### src/rtl/dllseq_pkg.sv
package dllseq_pkg;

  localparam int REG_W = 32;
  localparam int NREG  = 8;
  localparam int NOVR  = 6;

  typedef enum logic [2:0] {
    A_CLK  = 3'd0,
    A_CFG  = 3'd1,
    A_CFG2 = 3'd2,
    A_CFG3 = 3'd3,
    A_DDR  = 3'd4,
    A_USER = 3'd5,
    A_TEST = 3'd6,
    A_STAT = 3'd7
  } reg_addr_e;

  // bit positions decoded by the DLL and the clock gate
  localparam int PS_BIT     = 1;
  localparam int RST_BIT    = 30;
  localparam int PDN_BIT    = 29;
  localparam int CKOUT_BIT  = 19;
  localparam int CLKDIS_BIT = 21;
  localparam int LOCK_BIT   = 7;

  localparam logic [REG_W-1:0] PS_M     = REG_W'(1) << PS_BIT;
  localparam logic [REG_W-1:0] RST_M    = REG_W'(1) << RST_BIT;
  localparam logic [REG_W-1:0] PDN_M    = REG_W'(1) << PDN_BIT;
  localparam logic [REG_W-1:0] CKOUT_M  = REG_W'(1) << CKOUT_BIT;
  localparam logic [REG_W-1:0] CLKDIS_M = REG_W'(1) << CLKDIS_BIT;

  // override slot numbers
  localparam int O_CFG3 = 0;
  localparam int O_USER = 1;
  localparam int O_TEST = 2;
  localparam int O_DDR  = 3;
  localparam int O_CFG2 = 4;
  localparam int O_CFG  = 5;

  typedef enum logic [4:0] {
    S_IDLE, S_PS_OFF, S_CKOUT_OFF, S_CLKDIS_ON, S_RSTPDN_ON,
    S_CFG3, S_USER, S_TEST, S_DDR, S_CFG2, S_CFG,
    S_WAIT_US, S_RSTPDN_OFF, S_RST_ON, S_RST_OFF, S_CLKDIS_OFF,
    S_WAIT_TICK, S_CKOUT_ON, S_POLL, S_PS_RESTORE
  } seq_state_e;

  function automatic logic [REG_W-1:0] pick(input logic vld,
                                            input logic [REG_W-1:0] val,
                                            input logic [REG_W-1:0] def);
    return (vld && (val != '0)) ? val : def;
  endfunction

endpackage

### src/rtl/dllseq_timer.sv
module dllseq_timer #(
  parameter int CW = 10
) (
  input  logic          clk,
  input  logic          rst,
  input  logic          load_i,
  input  logic [CW-1:0] val_i,
  input  logic          en_i,
  output logic          zero_o
);
  logic [CW-1:0] cnt_q;

  always_ff @(posedge clk) begin
    if (rst)
      cnt_q <= '0;
    else if (load_i)
      cnt_q <= val_i;
    else if (en_i && (cnt_q != '0))
      cnt_q <= cnt_q - 1'b1;
  end

  assign zero_o = (cnt_q == '0);
endmodule

### src/rtl/dllseq_regbank.sv
module dllseq_regbank
  import dllseq_pkg::*;
#(
  parameter logic [REG_W-1:0] DEF_CFG  = 32'h6007_642C,
  parameter logic [REG_W-1:0] DEF_CFG2 = 32'h0002_0000,
  parameter logic [REG_W-1:0] DEF_CFG3 = 32'h0000_0010,
  parameter logic [REG_W-1:0] DEF_DDR  = 32'h8004_0873,
  parameter logic [REG_W-1:0] DEF_USER = 32'h2C01_0800,
  parameter logic [REG_W-1:0] DEF_TEST = 32'h0000_0000
) (
  input  logic             clk,
  input  logic             rst,
  input  logic             wr_vld_i,
  input  reg_addr_e        wr_addr_i,
  input  logic [REG_W-1:0] wr_data_i,
  input  logic             hold_i,
  input  logic             pwrsave_req_i,
  input  logic             lock_i,
  output logic [REG_W-1:0] clk_o,
  output logic [REG_W-1:0] cfg_o,
  output logic [REG_W-1:0] cfg2_o,
  output logic             lock_o
);
  function automatic logic [REG_W-1:0] rst_val(input int i);
    case (i)
      1:       return DEF_CFG;
      2:       return DEF_CFG2 | CLKDIS_M;
      3:       return DEF_CFG3;
      4:       return DEF_DDR;
      5:       return DEF_USER;
      6:       return DEF_TEST;
      default: return '0;
    endcase
  endfunction

  logic [REG_W-1:0] rv [NREG];
  logic             stat_q;

  for (genvar i = 0; i < NREG - 1; i++) begin : g_reg
    localparam logic [REG_W-1:0] RV = rst_val(i);
    logic [REG_W-1:0] q;
    if (i == 0) begin : g_clk
      always_ff @(posedge clk) begin
        if (rst)
          q <= RV;
        else if (wr_vld_i && (wr_addr_i == reg_addr_e'(i)))
          q <= wr_data_i;
        else if (!hold_i)
          q[PS_BIT] <= pwrsave_req_i;
      end
    end else begin : g_plain
      always_ff @(posedge clk) begin
        if (rst)
          q <= RV;
        else if (wr_vld_i && (wr_addr_i == reg_addr_e'(i)))
          q <= wr_data_i;
      end
    end
    assign rv[i] = q;
  end

  always_ff @(posedge clk) begin
    if (rst) stat_q <= 1'b0;
    else     stat_q <= lock_i;
  end

  assign rv[NREG-1] = REG_W'(stat_q) << LOCK_BIT;

  assign clk_o  = rv[int'(A_CLK)];
  assign cfg_o  = rv[int'(A_CFG)];
  assign cfg2_o = rv[int'(A_CFG2)];
  assign lock_o = rv[int'(A_STAT)][LOCK_BIT];
endmodule

### src/rtl/dllseq_fsm.sv
module dllseq_fsm
  import dllseq_pkg::*;
#(
  parameter int CW           = 10,
  parameter int WAIT_CYC     = 6500,
  parameter int DLL_TICKS    = 8000,
  parameter int LOCK_TIMEOUT = 4096,
  parameter logic [REG_W-1:0] DEF_CFG  = 32'h6007_642C,
  parameter logic [REG_W-1:0] DEF_CFG2 = 32'h0002_0000,
  parameter logic [REG_W-1:0] DEF_CFG3 = 32'h0000_0010,
  parameter logic [REG_W-1:0] DEF_DDR  = 32'h8004_0873,
  parameter logic [REG_W-1:0] DEF_USER = 32'h2C01_0800,
  parameter logic [REG_W-1:0] DEF_TEST = 32'h0000_0000
) (
  input  logic                       clk,
  input  logic                       rst,
  input  logic                       start_i,
  input  logic                       skip_test_i,
  input  logic [NOVR-1:0]            ovr_vld_i,
  input  logic [NOVR-1:0][REG_W-1:0] ovr_val_i,
  input  logic                       dll_tick_i,
  input  logic [REG_W-1:0]           clk_reg_i,
  input  logic [REG_W-1:0]           cfg_i,
  input  logic [REG_W-1:0]           cfg2_i,
  input  logic                       lock_i,
  input  logic                       tmr_zero_i,
  output logic                       tmr_load_o,
  output logic [CW-1:0]              tmr_val_o,
  output logic                       tmr_en_o,
  output logic                       wr_vld_o,
  output reg_addr_e                  wr_addr_o,
  output logic [REG_W-1:0]           wr_data_o,
  output logic                       busy_o,
  output logic                       done_o,
  output logic                       err_o
);
  seq_state_e       state_q;
  logic             gap_q;
  logic             ps_saved_q;
  logic             skip_q;
  reg_addr_e        n_addr;
  logic [REG_W-1:0] n_data;
  logic             skip_step;

  function automatic seq_state_e succ(input seq_state_e s);
    case (s)
      S_PS_OFF:     return S_CKOUT_OFF;
      S_CKOUT_OFF:  return S_CLKDIS_ON;
      S_CLKDIS_ON:  return S_RSTPDN_ON;
      S_RSTPDN_ON:  return S_CFG3;
      S_CFG3:       return S_USER;
      S_USER:       return S_TEST;
      S_TEST:       return S_DDR;
      S_DDR:        return S_CFG2;
      S_CFG2:       return S_CFG;
      S_CFG:        return S_WAIT_US;
      S_WAIT_US:    return S_RSTPDN_OFF;
      S_RSTPDN_OFF: return S_RST_ON;
      S_RST_ON:     return S_RST_OFF;
      S_RST_OFF:    return S_CLKDIS_OFF;
      S_CLKDIS_OFF: return S_WAIT_TICK;
      S_WAIT_TICK:  return S_CKOUT_ON;
      S_CKOUT_ON:   return S_POLL;
      S_POLL:       return S_PS_RESTORE;
      default:      return S_IDLE;
    endcase
  endfunction

  // address and data of the write for the current step
  always_comb begin
    n_addr = A_CLK;
    n_data = '0;
    case (state_q)
      S_PS_OFF:     begin n_addr = A_CLK;  n_data = clk_reg_i & ~PS_M; end
      S_CKOUT_OFF:  begin n_addr = A_CFG;  n_data = cfg_i & ~CKOUT_M; end
      S_CLKDIS_ON:  begin n_addr = A_CFG2; n_data = cfg2_i | CLKDIS_M; end
      S_RSTPDN_ON:  begin n_addr = A_CFG;  n_data = cfg_i | RST_M | PDN_M; end
      S_CFG3:       begin n_addr = A_CFG3;
                          n_data = pick(ovr_vld_i[O_CFG3], ovr_val_i[O_CFG3], DEF_CFG3); end
      S_USER:       begin n_addr = A_USER;
                          n_data = pick(ovr_vld_i[O_USER], ovr_val_i[O_USER], DEF_USER); end
      S_TEST:       begin n_addr = A_TEST;
                          n_data = pick(ovr_vld_i[O_TEST], ovr_val_i[O_TEST], DEF_TEST); end
      S_DDR:        begin n_addr = A_DDR;
                          n_data = pick(ovr_vld_i[O_DDR], ovr_val_i[O_DDR], DEF_DDR); end
      S_CFG2:       begin n_addr = A_CFG2;
                          n_data = pick(ovr_vld_i[O_CFG2], ovr_val_i[O_CFG2], DEF_CFG2) | CLKDIS_M; end
      S_CFG:        begin n_addr = A_CFG;
                          n_data = (ovr_vld_i[O_CFG] && (ovr_val_i[O_CFG] != '0))
                                   ? (ovr_val_i[O_CFG] | RST_M | PDN_M) : DEF_CFG; end
      S_RSTPDN_OFF: begin n_addr = A_CFG;  n_data = cfg_i & ~(RST_M | PDN_M); end
      S_RST_ON:     begin n_addr = A_CFG;  n_data = cfg_i | RST_M; end
      S_RST_OFF:    begin n_addr = A_CFG;  n_data = cfg_i & ~RST_M; end
      S_CLKDIS_OFF: begin n_addr = A_CFG2; n_data = cfg2_i & ~CLKDIS_M; end
      S_CKOUT_ON:   begin n_addr = A_CFG;  n_data = cfg_i | CKOUT_M; end
      S_PS_RESTORE: begin n_addr = A_CLK;  n_data = clk_reg_i | PS_M; end
      default:      begin n_addr = A_CLK;  n_data = '0; end
    endcase
  end

  assign skip_step = ((state_q == S_TEST) && skip_q) ||
                     ((state_q == S_PS_RESTORE) && !ps_saved_q);

  // timer control: loaded in the settle cycle of the step before a wait
  always_comb begin
    tmr_load_o = 1'b0;
    tmr_val_o  = '0;
    if (gap_q) begin
      case (state_q)
        S_CFG:        begin tmr_load_o = 1'b1; tmr_val_o = CW'(WAIT_CYC - 1); end
        S_CLKDIS_OFF: begin tmr_load_o = 1'b1; tmr_val_o = CW'(DLL_TICKS); end
        S_CKOUT_ON:   begin tmr_load_o = 1'b1; tmr_val_o = CW'(LOCK_TIMEOUT); end
        default:      ;
      endcase
    end
  end

  assign tmr_en_o = (state_q == S_WAIT_US) || (state_q == S_POLL) ||
                    ((state_q == S_WAIT_TICK) && dll_tick_i);

  always_ff @(posedge clk) begin
    if (rst) begin
      state_q    <= S_IDLE;
      gap_q      <= 1'b0;
      ps_saved_q <= 1'b0;
      skip_q     <= 1'b0;
      wr_vld_o   <= 1'b0;
      wr_addr_o  <= A_CLK;
      wr_data_o  <= '0;
      done_o     <= 1'b0;
      err_o      <= 1'b0;
    end else begin
      wr_vld_o <= 1'b0;
      done_o   <= 1'b0;
      case (state_q)
        S_IDLE: begin
          if (start_i) begin
            state_q    <= S_PS_OFF;
            ps_saved_q <= clk_reg_i[PS_BIT];
            skip_q     <= skip_test_i;
            err_o      <= 1'b0;
            gap_q      <= 1'b0;
          end
        end
        S_WAIT_US, S_WAIT_TICK: begin
          if (tmr_zero_i) state_q <= succ(state_q);
        end
        S_POLL: begin
          if (lock_i) begin
            state_q <= S_PS_RESTORE;
          end else if (tmr_zero_i) begin
            err_o   <= 1'b1;
            state_q <= S_PS_RESTORE;
          end
        end
        default: begin
          if (skip_step) begin
            state_q <= succ(state_q);
            if (succ(state_q) == S_IDLE) done_o <= 1'b1;
          end else if (!gap_q) begin
            wr_vld_o  <= 1'b1;
            wr_addr_o <= n_addr;
            wr_data_o <= n_data;
            gap_q     <= 1'b1;
          end else begin
            gap_q   <= 1'b0;
            state_q <= succ(state_q);
            if (succ(state_q) == S_IDLE) done_o <= 1'b1;
          end
        end
      endcase
    end
  end

  assign busy_o = (state_q != S_IDLE);
endmodule

### src/rtl/dll_pwrup_seq.sv
module dll_pwrup_seq
  import dllseq_pkg::*;
#(
  parameter int CLK_HZ       = 125_000_000,
  parameter int WAIT_US      = 52,
  parameter int DLL_TICKS    = 8000,
  parameter int LOCK_TIMEOUT = 4096,
  parameter logic [REG_W-1:0] DEF_CFG  = 32'h6007_642C,
  parameter logic [REG_W-1:0] DEF_CFG2 = 32'h0002_0000,
  parameter logic [REG_W-1:0] DEF_CFG3 = 32'h0000_0010,
  parameter logic [REG_W-1:0] DEF_DDR  = 32'h8004_0873,
  parameter logic [REG_W-1:0] DEF_USER = 32'h2C01_0800,
  parameter logic [REG_W-1:0] DEF_TEST = 32'h0000_0000
) (
  input  logic                       clk,
  input  logic                       rst,
  input  logic                       start_i,
  input  logic                       skip_test_i,
  input  logic                       pwrsave_req_i,
  input  logic [NOVR-1:0]            ovr_vld_i,
  input  logic [NOVR-1:0][REG_W-1:0] ovr_val_i,
  input  logic                       dll_tick_i,
  input  logic                       lock_i,
  output logic                       wr_vld_o,
  output logic [2:0]                 wr_addr_o,
  output logic [REG_W-1:0]           wr_data_o,
  output logic                       dll_rst_o,
  output logic                       dll_pdn_o,
  output logic                       dll_clkdis_o,
  output logic                       dll_ckout_o,
  output logic                       pwrsave_o,
  output logic                       busy_o,
  output logic                       done_o,
  output logic                       err_o
);
  localparam int WAIT_CYC = (CLK_HZ / 1_000_000) * WAIT_US;
  localparam int MAX_AB   = (WAIT_CYC > DLL_TICKS) ? WAIT_CYC : DLL_TICKS;
  localparam int MAXC     = (MAX_AB > LOCK_TIMEOUT) ? MAX_AB : LOCK_TIMEOUT;
  localparam int CW       = $clog2(MAXC + 1);

  reg_addr_e        wr_addr_e;
  logic [REG_W-1:0] clk_reg, cfg_reg, cfg2_reg;
  logic             lock_cap;
  logic             tmr_load, tmr_en, tmr_zero;
  logic [CW-1:0]    tmr_val;

  dllseq_fsm #(
    .CW(CW), .WAIT_CYC(WAIT_CYC), .DLL_TICKS(DLL_TICKS), .LOCK_TIMEOUT(LOCK_TIMEOUT),
    .DEF_CFG(DEF_CFG), .DEF_CFG2(DEF_CFG2), .DEF_CFG3(DEF_CFG3),
    .DEF_DDR(DEF_DDR), .DEF_USER(DEF_USER), .DEF_TEST(DEF_TEST)
  ) u_fsm (
    .clk(clk), .rst(rst), .start_i(start_i), .skip_test_i(skip_test_i),
    .ovr_vld_i(ovr_vld_i), .ovr_val_i(ovr_val_i), .dll_tick_i(dll_tick_i),
    .clk_reg_i(clk_reg), .cfg_i(cfg_reg), .cfg2_i(cfg2_reg), .lock_i(lock_cap),
    .tmr_zero_i(tmr_zero), .tmr_load_o(tmr_load), .tmr_val_o(tmr_val),
    .tmr_en_o(tmr_en), .wr_vld_o(wr_vld_o), .wr_addr_o(wr_addr_e),
    .wr_data_o(wr_data_o), .busy_o(busy_o), .done_o(done_o), .err_o(err_o)
  );

  dllseq_timer #(.CW(CW)) u_tmr (
    .clk(clk), .rst(rst), .load_i(tmr_load), .val_i(tmr_val),
    .en_i(tmr_en), .zero_o(tmr_zero)
  );

  dllseq_regbank #(
    .DEF_CFG(DEF_CFG), .DEF_CFG2(DEF_CFG2), .DEF_CFG3(DEF_CFG3),
    .DEF_DDR(DEF_DDR), .DEF_USER(DEF_USER), .DEF_TEST(DEF_TEST)
  ) u_regs (
    .clk(clk), .rst(rst), .wr_vld_i(wr_vld_o), .wr_addr_i(wr_addr_e),
    .wr_data_i(wr_data_o), .hold_i(busy_o), .pwrsave_req_i(pwrsave_req_i),
    .lock_i(lock_i), .clk_o(clk_reg), .cfg_o(cfg_reg), .cfg2_o(cfg2_reg),
    .lock_o(lock_cap)
  );

  assign wr_addr_o    = wr_addr_e;
  assign dll_rst_o    = cfg_reg[RST_BIT];
  assign dll_pdn_o    = cfg_reg[PDN_BIT];
  assign dll_ckout_o  = cfg_reg[CKOUT_BIT];
  assign dll_clkdis_o = cfg2_reg[CLKDIS_BIT];
  assign pwrsave_o    = clk_reg[PS_BIT];
endmodule

### config.mk
export PLATFORM = sky130hd
export DESIGN_NAME = dll_pwrup_seq
export DESIGN_NICKNAME = d
export VERILOG_FILES = /design/src/rtl/dllseq_pkg.sv /design/src/rtl/dllseq_timer.sv /design/src/rtl/dllseq_regbank.sv /design/src/rtl/dllseq_fsm.sv /design/src/rtl/dll_pwrup_seq.sv
export SDC_FILE = /design/constraint.sdc
export NUM_CORES = 1
export LEC_CHECK = 0
export BUFFER_PORTS_ARGS = -buffer_cell sky130_fd_sc_hd__buf_2
export CAP_MARGIN = 0
export CORE_MARGIN = 2
export CORE_UTILIZATION = 45
export CTS_BUF_LIST = sky130_fd_sc_hd__clkbuf_4 sky130_fd_sc_hd__clkbuf_8
export DETAILED_ROUTE_END_ITERATION = 10
export GPL_TIMING_DRIVEN = 0
export HOLD_SLACK_MARGIN = 0.12
export PLACE_DENSITY_LB_ADDON = 0.3
export SLEW_MARGIN = 20
export SYNTH_ARGS = -nofsm -noshare
export SYNTH_HDL_FRONTEND = slang
export SYNTH_SLANG_ARGS = --single-unit
### constraint.sdc
create_clock -name clk -period 3.2 [get_ports clk]
set_input_delay 0.16 -clock clk [delete_from_list [all_inputs] [get_ports clk]]
set_output_delay 0.16 -clock clk [all_outputs]
set_load 0.02 [all_outputs]
==> impl_metrics.csv <==
group,metric,value,unit
run_status,status,"finished clean",
timing,tightestPinTransition,1.055,ns
drt,detail_route.wl_per_cell,26.38,um
setup_path,slowest_delay,0.41,ns
die,core_area,0.01858,mm^2
timing,setup_viol,0,
die,die_area,0.01997,mm^2
power_and_ir_drop,p_per_area,553.9,mW/mm^2
setup_path,cp_slowest_cell,"dfxtp_1",
timing,rsz0062_at_grt,"no",
synthesis,synth.distinct_cells,71,
setup_path,rr_endpoint,"u_fsm.wr_data_o[28]",
die,die_w,141.3,um
clocking,clock_path_buffers,2,
clocking,numCtsBuffers,17,
timing,timing.setup.tns,0,ns
synthesis,avgSynthCellArea,7.699,um^2
drt,drt_iter0_drc,1730,
die,die_h,141.3,um
setup_path,worst-r2r-setup-slack,0.04,ns
layout,area_growth,26.13,%
synthesis,synthTopCellsByCount,"nand2_1, dfxtp_1, a21oi_1, clkbuf_1, nor4_1",
synthesis,synth_top_area_cell,"dfxtp_1",
setup_path,critPathLaunch,"u_fsm.state_q[3]",
layout,ff_latch_area,0.003223,mm^2
synthesis,synth.most_common_cell,"nand2_1",
timing,clock_skew,0.01258,ns
die,rows,50,
setup_path,r2r_cells,9,
setup_path,critPathCapture,"u_fsm.wr_data_o[28]",
synthesis,synth_nets,1312,
setup_path,worst-endpoint-required,3.61,ns
hold_path,hp-start,"ovr_val_i[72]",
timing,hold_violations,0,
setup_path,path_delay_family,"buffers and inverters",
global_route,grt_pass1_vias,9780,
synthesis,async_flop_share,0,%
clocking,clkTransAtPathRegs,0.10,ns
place,numPortBuffers,247,
layout,drive_above_1_share,23.36,%
setup_path,cp-start-kind,"flop",
place,dp_slack,-0.5305,ns
timing,fin_crit_sh,98.90,%
layout,utilization,57.60,%
clocking,cts_num_sinks,161,
synthesis,seq_area_frac_synth,37.99,%
timing,period_needed,3.165,ns
run,max-cap-violations,0,
global_route,grt_pass1_wl,61090,um
drt,vias,10953,
synthesis,synthFlopType,"dfxtp_1",
layout,multi_input_area,0.004913,mm^2
timing,setup_slack,0.03535,ns
drt,dr.pass1.iters,6,
synthesis,synth-seq-cells,161,
hold_path,hold_class,"in -> reg",
timing,max_freq,316.0,MHz
layout,nNetsFinal,1601,
synthesis,yosys_warnings,0,
synthesis,synth_edf_count,0,
clocking,cts_tree,"done",
hold_path,min_path_cells,4,
synthesis,ys_top_cells_by_area,"dfxtp_1, nand2_1, a21oi_1",
setup_path,critical_path_buf_inv_count,3,
place,dpl.hpwl,32900,um
place,gp_congestion,1.024,
global_route,antenna_found_initial,1,
setup_path,worst_ep_arrival_time,3.58,ns
setup_path,cp.depth,9,
setup_path,crit_chain,"buf_2 > nand2b_1 > or3_1 > a211oi_2 > clkbuf_4 > buf_2 > nand2_1 > a41oi_1 > a21o_1",
setup_path,end_kind,"flop",
clocking,h-tree-depth,4,
power_and_ir_drop,p_leak,0.004294,uW
setup_path,r2r-start,"u_fsm.state_q[3]",
synthesis,syn-cell-area,0.008484,mm^2
drt,ant_nets,0,
global_route,grt_max_degree,20,
setup_path,crit_type,"reg -> reg",
global_route,overflow,0,
drt,routed_via_density,6.683,
timing,finalMaxSlewViolations,0,
clocking,clk_latency,0.48,ns
die,initial_core_util,45.66,%
timing,relSlewSlack,28.89,%
drt,drc,0,
die,pin_count,249,
drt,totalWireLength,43240,um
power_and_ir_drop,fin_total_pwr,5927,uW
global_route,grtUsageTotal,41.37,%
synthesis,yosysTopAreaCellShare,37.99,%
power_and_ir_drop,ir_worst_vdd,0.3132,mV
layout,num-fill-cells,1791,
synthesis,synthCells,1102,
setup_path,worst-path-max-fanout,10,
clocking,root_buffer,"clkbuf_8",
setup_path,cpMostUsedCell,"buf_2",
[per-stage QoR]
step	hold slack (ns)	area, um^2	instances
final	0.1297	10700	1639
after global placement	0.3700	10010	1583
after CTS	0.1216	10660	1636
after floorplan	0.2882	8484	1102
after detailed placement	0.3753	10010	1583
after global routing	0.1441	10700	1638
[cell usage in the layout (no fill, tap or decap), types with 26 or more instances in the layout]
cell type | Yosys | layout
a21oi_1 | 108 | 108
clkbuf_1 | 57 | 50
nor2_1 | 48 | 48
a21o_1 | 26 | 26
o21ai_0 | 41 | 40
dfxtp_1 | 161 | 161
nand2_1 | 258 | 258
a22oi_1 | 27 | 27
buf_2 | 18 | 265
nor4_1 | 52 | 52
[layout make-up]
class / instances / share of cell area [%]
multi-input combinational: 845 / 45.91
sequential: 161 / 30.12
timing repair buffer: 272 / 13.84
buffer: 80 / 3.239
tap: 234 / 2.736
clock buffer: 18 / 2.257
clock inverter: 14 / 1.380
inverter: 14 / 0.4911
antenna: 1 / 0.02338
[worst min path at each step]
stage / endpoint / slack, ns
2_1_floorplan: u_regs.lock_o / 0.29
3_3_place_gp: u_regs.lock_o / 0.37
3_5_place_dp: u_regs.lock_o / 0.38
4_1_cts: u_fsm.wr_data_o[10] / 0.12
5_1_grt: u_fsm.wr_data_o[10] / 0.14
6_report: u_fsm.wr_data_o[8] / 0.13
[routing by layer]
metal / vias to the layer above / wire length (um) / GRT usage [%]
met3: 230 / 6351 / 12.55
met1: 5088 / 15880 / 53.59
met5: - / 0 / 0
li1: 4681 / - / -
met4: 0 / 2857 / 20.84
met2: 954 / 18150 / 62.62
[report_power, final]
part	total, uW	switching [uW]	internal, uW
clock network	1530	878	651
logic	2190	1530	657
registers	2210	107	2100
[cell families (layout without fill, tap and decap cells)]
| family | Yosys count | after routing | synth area share (%) |
|---|---|---|---|
| fa+ha+maj | 6 | 6 | 0.8553 |
| buf+inv | 96 | 398 | 4.645 |
| flops | 161 | 161 | 37.99 |
| simple gates | 461 | 461 | 25.08 |
| compound gates | 362 | 362 | 29.66 |
| xor+xnor | 11 | 11 | 1.135 |
| other cells | 0 | 1 | 0 |
| mux | 5 | 5 | 0.6341 |
[sequential cells by signal, summed over array words and instances (netlist names), 3 cells and up, named ones only]
signal,cells
u_tmr.cnt_q,13
u_fsm.state_q,5
u_regs.clk_o,32
u_regs.cfg_o,32
u_regs.cfg2_o,32
u_fsm.wr_addr_o,3
u_fsm.wr_data_o,32
[worst reg2reg max path: cells and delay by family (launching register included)]
family / cells / cell delay [ns]
AO/OA/AOI/OAI: 3 / 0.93
AND/OR/NAND/NOR: 3 / 0.72
flip-flops: 1 / 0.41
buffers and inverters: 3 / 1.04
[repair_timing]
action,4_1_cts,5_1_grt
buffers inserted,0,2
setup endpoints to repair,27,11
hold buffers,23,0
resized for setup,8,15
pin swaps,0,1
hold endpoints to repair,16,0
Power figures use the tool's default switching activity.
